===== config.mk =====
export PLATFORM = sky130hd
export DESIGN_NAME = vds_fault_mon
export DESIGN_NICKNAME = d
export VERILOG_FILES = /design/src/rtl/vds_mon_pkg.sv /design/src/rtl/vds_blank_gate.sv /design/src/rtl/vds_rst_ctl.sv /design/src/rtl/vds_flag_enc.sv /design/src/rtl/vds_fault_mon.sv
export SDC_FILE = /design/constraint.sdc
export NUM_CORES = 1
export LEC_CHECK = 0
export BUFFER_PORTS_ARGS = -buffer_cell sky130_fd_sc_hd__buf_2
export CAP_MARGIN = 20
export CORE_ASPECT_RATIO = 1.5
export CORE_UTILIZATION = 62
export DETAILED_ROUTE_END_ITERATION = 7
export PLACE_DENSITY = 0.93
export SYNTH_ARGS = -nofsm -noshare
export SYNTH_HDL_FRONTEND = slang
export SYNTH_SLANG_ARGS = --single-unit

===== constraint.sdc =====
create_clock -name clk -period 2.2 [get_ports clk]
set_input_delay 0.22 -clock clk [delete_from_list [all_inputs] [get_ports clk]]
set_output_delay 0.22 -clock clk [all_outputs]
set_load 0.03 [all_outputs]

===== src/rtl/vds_mon_pkg.sv =====
package vds_mon_pkg;
    typedef enum logic [1:0] {
        BK_OFF   = 2'd0,
        BK_HOLD  = 2'd1,
        BK_ARMED = 2'd2
    } blank_st_t;

    typedef enum logic [1:0] {
        RC_AWAKE = 2'd0,
        RC_PULSE = 2'd1,
        RC_SLEEP = 2'd2
    } rc_st_t;
endpackage


===== src/rtl/vds_blank_gate.sv =====
module vds_blank_gate
    import vds_mon_pkg::*;
#(
    parameter int BLANK = 9
) (
    input  logic clk,
    input  logic arst_n,
    input  logic clr,
    input  logic gate_on,
    output logic armed
);
    localparam int CW = $clog2(BLANK + 1);
    localparam logic [CW-1:0] LAST = CW'(BLANK - 1);

    blank_st_t st, st_nx;
    logic [CW-1:0] cnt, cnt_nx;

    always_ff @(posedge clk or negedge arst_n) begin
        if (!arst_n) begin
            st  <= BK_OFF;
            cnt <= '0;
        end else begin
            st  <= st_nx;
            cnt <= cnt_nx;
        end
    end

    always_comb begin
        st_nx  = st;
        cnt_nx = cnt;
        unique case (st)
            BK_OFF: begin
                cnt_nx = '0;
                if (gate_on) st_nx = BK_HOLD;
            end
            BK_HOLD: begin
                if (!gate_on) begin
                    st_nx  = BK_OFF;
                    cnt_nx = '0;
                end else if (cnt == LAST) begin
                    st_nx = BK_ARMED;
                end else begin
                    cnt_nx = cnt + 1'b1;
                end
            end
            BK_ARMED: begin
                if (!gate_on) st_nx = BK_OFF;
            end
            default: st_nx = BK_OFF;
        endcase
        if (clr) begin
            st_nx  = BK_OFF;
            cnt_nx = '0;
        end
    end

    always_comb armed = (st == BK_ARMED) && gate_on;


    blank_after_rise_chk: assert property (@(posedge clk) disable iff (!arst_n)
        (gate_on && !$past(gate_on)) |-> !armed);
endmodule


===== src/rtl/vds_rst_ctl.sv =====
module vds_rst_ctl
    import vds_mon_pkg::*;
#(
    parameter int SLEEP_CYC = 20
) (
    input  logic clk,
    input  logic arst_n,
    input  logic rst_cmd_n,
    output logic asleep
);
    localparam int CW = $clog2(SLEEP_CYC + 1);
    localparam logic [CW-1:0] LAST = CW'(SLEEP_CYC - 1);

    rc_st_t st, st_nx;
    logic [CW-1:0] cnt, cnt_nx;

    always_ff @(posedge clk or negedge arst_n) begin
        if (!arst_n) begin
            st  <= RC_AWAKE;
            cnt <= '0;
        end else begin
            st  <= st_nx;
            cnt <= cnt_nx;
        end
    end

    always_comb begin
        st_nx  = st;
        cnt_nx = cnt;
        unique case (st)
            RC_AWAKE: begin
                cnt_nx = CW'(1);
                if (!rst_cmd_n) st_nx = (LAST == '0) ? RC_SLEEP : RC_PULSE;
            end
            RC_PULSE: begin
                if (rst_cmd_n) st_nx = RC_AWAKE;
                else if (cnt == LAST) st_nx = RC_SLEEP;
                else cnt_nx = cnt + 1'b1;
            end
            RC_SLEEP: begin
                if (rst_cmd_n) st_nx = RC_AWAKE;
            end
            default: st_nx = RC_AWAKE;
        endcase
    end

    always_comb asleep = (st == RC_SLEEP);


    sleep_entry_chk: assert property (@(posedge clk) disable iff (!arst_n)
        $rose(asleep) |-> !$past(rst_cmd_n));
endmodule


===== src/rtl/vds_flag_enc.sv =====
module vds_flag_enc #(
    parameter int NSW = 4
) (
    input  logic [NSW-1:0] short_lat,
    input  logic           det_off,
    input  logic           ot_warn,
    input  logic           vreg_low,
    input  logic           v5_low,
    input  logic           asleep,
    output logic           out_dis,
    output logic           flag_a,
    output logic           flag_b
);
    logic short_any;
    logic supply_low;

    always_comb begin
        short_any  = (|short_lat) && !det_off;
        supply_low = vreg_low || v5_low;
        out_dis    = asleep || short_any || supply_low;
        flag_a     = !asleep && (ot_warn || supply_low);
        flag_b     = !asleep && (short_any || supply_low);
    end
endmodule


===== src/rtl/vds_fault_mon.sv =====
module vds_fault_mon #(
    parameter int NSW       = 4,
    parameter int DEAD_CYC  = 6,
    parameter int EXTRA_CYC = 3,
    parameter int SLEEP_CYC = 20
) (
    input  logic           clk,
    input  logic           arst_n,
    input  logic           rst_cmd_n,
    input  logic [NSW-1:0] gate_on,
    input  logic [NSW-1:0] vds_hi,
    input  logic           det_off,
    input  logic           ot_warn,
    input  logic           vreg_low,
    input  logic           v5_low,
    output logic [NSW-1:0] short_fault,
    output logic           out_dis,
    output logic           flag_a,
    output logic           flag_b,
    output logic           asleep
);
    localparam int BLANK = DEAD_CYC + EXTRA_CYC;

    logic [NSW-1:0] armed;
    logic [NSW-1:0] short_lat;
    logic           clr_all;

    always_comb clr_all = !rst_cmd_n || v5_low;

    for (genvar i = 0; i < NSW; i++) begin : g_sw
        vds_blank_gate #(.BLANK(BLANK)) u_blank (
            .clk     (clk),
            .arst_n  (arst_n),
            .clr     (!rst_cmd_n),
            .gate_on (gate_on[i]),
            .armed   (armed[i])
        );
    end

    always_ff @(posedge clk or negedge arst_n) begin
        if (!arst_n) short_lat <= '0;
        else if (clr_all) short_lat <= '0;
        else short_lat <= short_lat | (armed & vds_hi & {NSW{!det_off}});
    end

    vds_rst_ctl #(.SLEEP_CYC(SLEEP_CYC)) u_rctl (
        .clk       (clk),
        .arst_n    (arst_n),
        .rst_cmd_n (rst_cmd_n),
        .asleep    (asleep)
    );

    vds_flag_enc #(.NSW(NSW)) u_enc (
        .short_lat (short_lat),
        .det_off   (det_off),
        .ot_warn   (ot_warn),
        .vreg_low  (vreg_low),
        .v5_low    (v5_low),
        .asleep    (asleep),
        .out_dis   (out_dis),
        .flag_a    (flag_a),
        .flag_b    (flag_b)
    );

    always_comb short_fault = short_lat;


    off_no_latch_chk: assert property (@(posedge clk) disable iff (!arst_n)
        (short_lat & ~$past(short_lat) & ~$past(gate_on)) == '0);


    det_off_no_latch_chk: assert property (@(posedge clk) disable iff (!arst_n)
        $past(det_off) |-> ((short_lat & ~$past(short_lat)) == '0));


    v5_wipe_chk: assert property (@(posedge clk) disable iff (!arst_n)
        $past(v5_low) |-> (short_lat == '0));


    v5_flags_chk: assert property (@(posedge clk) disable iff (!arst_n)
        (v5_low && !asleep) |-> (out_dis && flag_a && flag_b));


    pulse_clear_chk: assert property (@(posedge clk) disable iff (!arst_n)
        !$past(rst_cmd_n) |-> (short_fault == '0));


    vreg_dis_chk: assert property (@(posedge clk) disable iff (!arst_n)
        vreg_low |-> out_dis);
endmodule


==> results of run 1 <==
==> metal layers <==
layer / wire, um / global-route usage
met3: 159 / 0.0827
met5: 0 / 0
met2: 2090 / 0.460
met4: 58 / 0.136
met1: 1560 / 0.285
==> final timing paths <==
check,to,slack (ns)
setup / recovery,flag_b,0.54
hold / removal,u_rctl.st[0]$_DFFE_PN0P_,0.003
setup reg to reg,u_rctl.cnt[0]$_DFFE_PN0P_,0.66
hold reg to reg,g_sw[2].u_blank.cnt[3]$_DFFE_PN0P_,0.51
max in group asynchronous,g_sw[3].u_blank.cnt[1]$_DFFE_PN0P_,1.69
min in group clk,g_sw[3].u_blank.st[1]$_DFFE_PN0P_,0.20
==> final cells by class <==
| type | count | area share |
|---|---|---|
| clock inverters | 1 | 0.00233 |
| clock buffers | 6 | 0.0384 |
| multi-input cells | 151 | 0.461 |
| repair buffers | 22 | 0.0512 |
| flip-flops and latches | 35 | 0.407 |
| well taps | 39 | 0.0227 |
| inverters | 10 | 0.0175 |
==> logic make-up (layout without fill, tap and decap cells) <==
logic type | Yosys count | in the layout | share of synthesized area
AND/OR/NAND/NOR | 96 | 96 | 0.286
AO/OA/AOI/OAI | 41 | 41 | 0.143
flip-flops | 35 | 35 | 0.454
buffers and inverters | 14 | 39 | 0.0318
adder cells (fa/ha/maj) | 9 | 9 | 0.0584
multiplexers | 4 | 4 | 0.0221
XOR/XNOR | 1 | 1 | 0.00454
==> registers in the layout, indices dropped and copies added, names as in the netlist <==
| signal | flops |
|---|---|
| short_fault | 4 |
| u_rctl.cnt | 5 |
| g_sw.u_blank.cnt | 16 |
| u_rctl.st | 2 |
| g_sw.u_blank.st | 8 |
==> critical path: stages (launching register included) <==
cell and delay [ns]:
dfrtp_1 0.42, nor4_1 0.27, o21ai_0 0.12, and2_1 0.17, buf_2 0.17
==> cells in the mapped netlist (3+ instances only) <==
| cell | n |
|---|---|
| and3b_1 | 3 |
| nand2_1 | 29 |
| nor3_1 | 3 |
| dfrtp_1 | 35 |
| ha_1 | 9 |
| o21ai_0 | 13 |
| nand2b_1 | 5 |
| nand3b_1 | 4 |
| a21oi_1 | 6 |
| nand4b_1 | 4 |
| inv_1 | 10 |
| a22o_1 | 6 |
| nor2_1 | 19 |
| a211oi_1 | 4 |
| nand3_1 | 10 |
==> where the power goes <==
group,internal (mW),switching [mW]
combinational,0.0613,0.0896
clock,0.245,0.219
sequential,0.672,0.0354
total,0.978,0.344
==> per-stage QoR <==
step | hold slack, ns | cells
after floorplan | -0.0756 | 200
after global placement | 0.335 | 257
after detailed placement | 0.334 | 257
after CTS | 0.0246 | 264
after global routing | 0.0622 | 264
final | 0.00298 | 264
==> results.cfg, run 1 <==
[cells_and_area]
final_core_util = 0.731
multi_input_area_um2 = 991
area_growth_syn_to_layout_pct = 11.6
antenna-diode-count = 0
layout_common_cells = dfrtp_1 (35), nand2_1 (29), buf_2 (22)
ratio_of_cells_with_drive_above_1_in_the_final_layout = 0.178
seq_area_um2 = 876
num-nets-final = 249
layout_commonest_cell = dfrtp_1
final_cell_area_excluding_filler_cells_mm2 = 0.00215
fillCellCount = 220

[sta]
hold_viol = 0
setup_viol_count_final = 0
final-max-slew-violation-count = 0
timing.slew.headroom = 0.481
layout_setup_ws_ns = 0.545
max_freq_mhz = 604
fin_skew_ns = 0.00535
period_minus_slack_ns = 1.66
grt_setup_unrepaired = no
timing.setup.tns_ns = 0
portion_of_the_clock_cycle_consumed_by_the_worst_path_in_the_final_layout = 0.752
tightestPinTransition_ns = 0.779

[global_route]
grt.total_usage = 0.272
overflow = 0
maximum_number_of_pins_on_one_net_before_global_route_repair = 36
antenna_found_initial = 0
grt_first_pass_wirelength_um = 6420
number_of_global_route_vias_before_repair = 1569

[hold_path]
worst_hold_path_type = primary input to async pin

[die]
overall_die_area_mm2 = 0.00334
die_h_um = 70.3
placeableCoreArea_mm2 = 0.00294
num_rows = 24
die_w_um = 47.5
io_pins = 23
floorplan.initialDensity = 0.655

[worst_setup_path]
setup.worst_path.class = register to output pin
critPathArrivalTime_ns = 1.44
endpoint_kind = output pin
worst-r2r-cell-count = 5
worst_path_max_fanout = 3
timing.rr.start = u_rctl.cnt[0]$_DFFE_PN0P_
worst_setup_path_start_kind = register
critical_path_required_ns = 1.98
startpoint = short_fault[2]$_DFF_PN0_

[drt]
drc = 0
wl_per_cell_um = 14.6
vias = 1567
viasPerCell = 5.94
drtIter0Drc = 44
detailedRoute.firstPassIterationCount = 4
drt_wl_total_um = 3870
post_detailed_route_count_of_antenna_violating_nets = 0

[synthesis]
synthesis.area_mm2 = 0.00193
dominant_cells_by_area_after_synthesis = dfrtp_1 (45%), ha_1 (5.8%), nand2_1 (5.6%), nor2_1 (3.7%), o21ai_0 (3.4%)
seq_cells_post_synth = 35
ys_seq_area_frac = 0.454
synth_async_sr_flop_share = 1.00
mappedNetlistNets = 224
synth_top_cell_area_share = 0.454
syn_area_per_cell_um2 = 9.64
yosysWarnings = 0
synth-edff-count = 0
main_flop_type_after_synthesis = dfrtp_1
synth_largest_area_cell = dfrtp_1
yosys.cell_types.count = 46
syn_inst = 200

[place]
place_worst_setup_slack_ns = 0.670
gp_congestion = 0.844
numPortBuffers = 22
detailed_place.area_mm2 = 0.00206
detailed_place_hpwl_um = 2750

[clock_network]
post_cts.repair.setup_buffers = 0
h-tree-depth = 2
cts.repair.resized = 0
clock-root-buffer = clkbuf_8
clkSinkCount = 35
clockBufferDepth = 2
clock_insertion_delay_worst_skew_ns = 0.29
number_of_buffers_inserted_during_clock_tree_synthesis = 5
number_of_hold_repair_buffers_added_at_the_cts_stage = 0
cts_tree = yes
worst_setup_hold_path_clk_slew_ns = 0.07

[power_and_ir_drop]
power.leakage_nw = 1.03
design_power_total_mw = 1.32
power-per-cell-area_mw_per_mm2 = 615
irDropWorstVdd_uv = 485

[job]
max-cap-violations = 0

[status]
status = finished clean
(Power assumes the default switching activity.)
==> inputs of run 2 (changes only) <==
CORE_UTILIZATION = 52   (was 62)
PLACE_DENSITY = 0.84   (was 0.93)
clock period = 1.5 ns   (was 2.2 ns; I/O delays follow)
==> results.cfg, run 2 (synthesis gave the netlist of run 1 again) <==
[clock_network]
number_of_buffers_inserted_during_clock_tree_synthesis = 5
h-tree-depth = 2
clock_insertion_delay_worst_skew_ns = 0.29
clkSinkCount = 35
cts_tree = yes
clockBufferDepth = 2
clock-root-buffer = clkbuf_8
worst_setup_hold_path_clk_slew_ns = 0.06

[power_and_ir_drop]
comb_power_share = 0.127
netSwitchingPower_mw = 0.506
pwr-share-seq = 0.528
internal_power_mw = 1.45
pwr-share-clk = 0.345
p_sw_frac = 0.258
power.leakage_nw = 1.08
irDropWorstVdd_uv = 616
power-per-cell-area_mw_per_mm2 = 858

[drt]
wl_per_cell_um = 14.4
viasPerCell = 5.84
detailedRoute.firstPassIterationCount = 4
vias = 1613
post_detailed_route_count_of_antenna_violating_nets = 0
drt_wl_total_um = 3980
drtIter0Drc = 24
drc = 0

[cells_and_area]
fin_cells = 276
final_core_util = 0.656
antenna-diode-count = 0
area_growth_syn_to_layout_pct = 18.4
num-nets-final = 258
fillCellCount = 286
largest_register_ffs = 16
top_register = g_sw.u_blank.cnt
layout_commonest_cell = dfrtp_1
final_cell_area_excluding_filler_cells_mm2 = 0.00228
largest_registers = g_sw.u_blank.cnt (16), g_sw.u_blank.st (8), u_rctl.cnt (5)
ratio_of_cells_with_drive_above_1_in_the_final_layout = 0.231
layout_common_cells = dfrtp_1 (34), nand2_1 (29), buf_2 (20)

[global_route]
grt_first_pass_wirelength_um = 6780
number_of_global_route_vias_before_repair = 1654
overflow = 0
maximum_number_of_pins_on_one_net_before_global_route_repair = 36
grt.total_usage = 0.227
antenna_found_initial = 0

[place]
place_worst_setup_slack_ns = -0.00368
numPortBuffers = 22
detailed_place_hpwl_um = 2750
placed_cells = 265
gp_congestion = 0.789
detailed_place.area_mm2 = 0.00210

[die]
num_rows = 26
overall_die_area_mm2 = 0.00396
placeableCoreArea_mm2 = 0.00348
die_w_um = 51.7
io_pins = 23
floorplan.initialDensity = 0.554
die_h_um = 76.6

[worst_setup_path]
critical_path_required_ns = 1.35
setup.worst_path.class = register to output pin
critPathArrivalTime_ns = 1.33
worst_setup_path_start_kind = register
worst_path_max_fanout = 2
endpoint_kind = output pin

[sta]
hold-worst-slack_ns = 0.124
period_minus_slack_ns = 1.48
max_freq_mhz = 676
grt_setup_unrepaired = yes
hold_viol = 0
setup_viol_count_final = 0
final-max-slew-violation-count = 0
portion_of_the_clock_cycle_consumed_by_the_worst_path_in_the_final_layout = 0.986
layout_setup_ws_ns = 0.0216
timing.slew.headroom = 0.712
fin_skew_ns = 0.00603
tightestPinTransition_ns = 0.431

[job]
max-cap-violations = 0

[status]
status = finished clean

[hold_path]
worst_hold_path_type = primary input to register
==> run 2: repair_timing <==
item / in CTS / in global routing
gates resized for setup: 10 / 5
endpoints found under the setup margin: 4 / 11
hold endpoints to repair: 35 / 0
pin swaps: 2 / 1
hold buffers: 1 / 0
setup buffers: 2 / 1
==> run 2: power by group through the flow <==
stage / Sequential (mW) / Clock, mW / Combinational, mW
2_1_floorplan: 1.04 / 0 / 0.149
3_3_place_gp: 1.05 / 0 / 0.221
4_1_cts: 1.03 / 0.689 / 0.245
6_report: 1.04 / 0.675 / 0.249
3_5_place_dp: 1.05 / 0 / 0.233
5_1_grt: 1.04 / 0.731 / 0.290
==> run 2: worst max-delay path, cell delays in order, from the launching register on <==
cell and delay, ns:
dfrtp_1 0.39, nor4_2 0.27, o21ai_1 0.09, and2_1 0.17, buf_6 0.13
==> run 2: worst paths after layout <==
path / slack [ns] / start / cells after the start / end
max in group asynchronous: 0.77 / arst_n / 3 / g_sw[3].u_blank.cnt[2]$_DFFE_PN0P_
setup reg to reg: 0.03 / u_rctl.cnt[1]$_DFFE_PN0P_ / 5 / u_rctl.cnt[2]$_DFFE_PN0P_
min in group asynchronous: 0.41 / arst_n / 3 / u_rctl.cnt[3]$_DFFE_PN0P_
hold reg to reg: 0.51 / g_sw[2].u_blank.cnt[3]$_DFFE_PN0P_ / 1 / g_sw[2].u_blank.cnt[3]$_DFFE_PN0P_
hold / removal: 0.12 / vds_hi[3] / 3 / short_fault[3]$_DFF_PN0_
setup / recovery: 0.02 / short_fault[3]$_DFF_PN0_ / 4 / flag_b
==> run 2: stage by stage <==
stage / total power, mW / TNS [ns]
floorplan: 1.19 / 0
detailed placement: 1.28 / -0.00368
global placement: 1.27 / 0
CTS: 1.97 / -0.00133
finish: 1.96 / 0
global route: 2.06 / -0.103
==> run 2: final cells by class <==
class	instances	area, um^2	share of cell area
inverter	10	37.5	0.0164
sequential	35	877	0.384
tap	42	52.6	0.0230
multi-input combinational	151	1040	0.454
clock inverter	1	5.00	0.00219
clock buffer	6	82.6	0.0362
timing repair buffer	31	193	0.0844
==> run 2: routing by layer <==
layer  global-route usage  vias to the layer above  share of wire  wire length, um
met1                0.230                      796           0.39             1540
li1                     -                      778              -                -
met4               0.0784                        0          0.015               61
met2                0.426                       32           0.56             2240
met5                    0                        -              0                0
met3               0.0559                        7          0.035              139
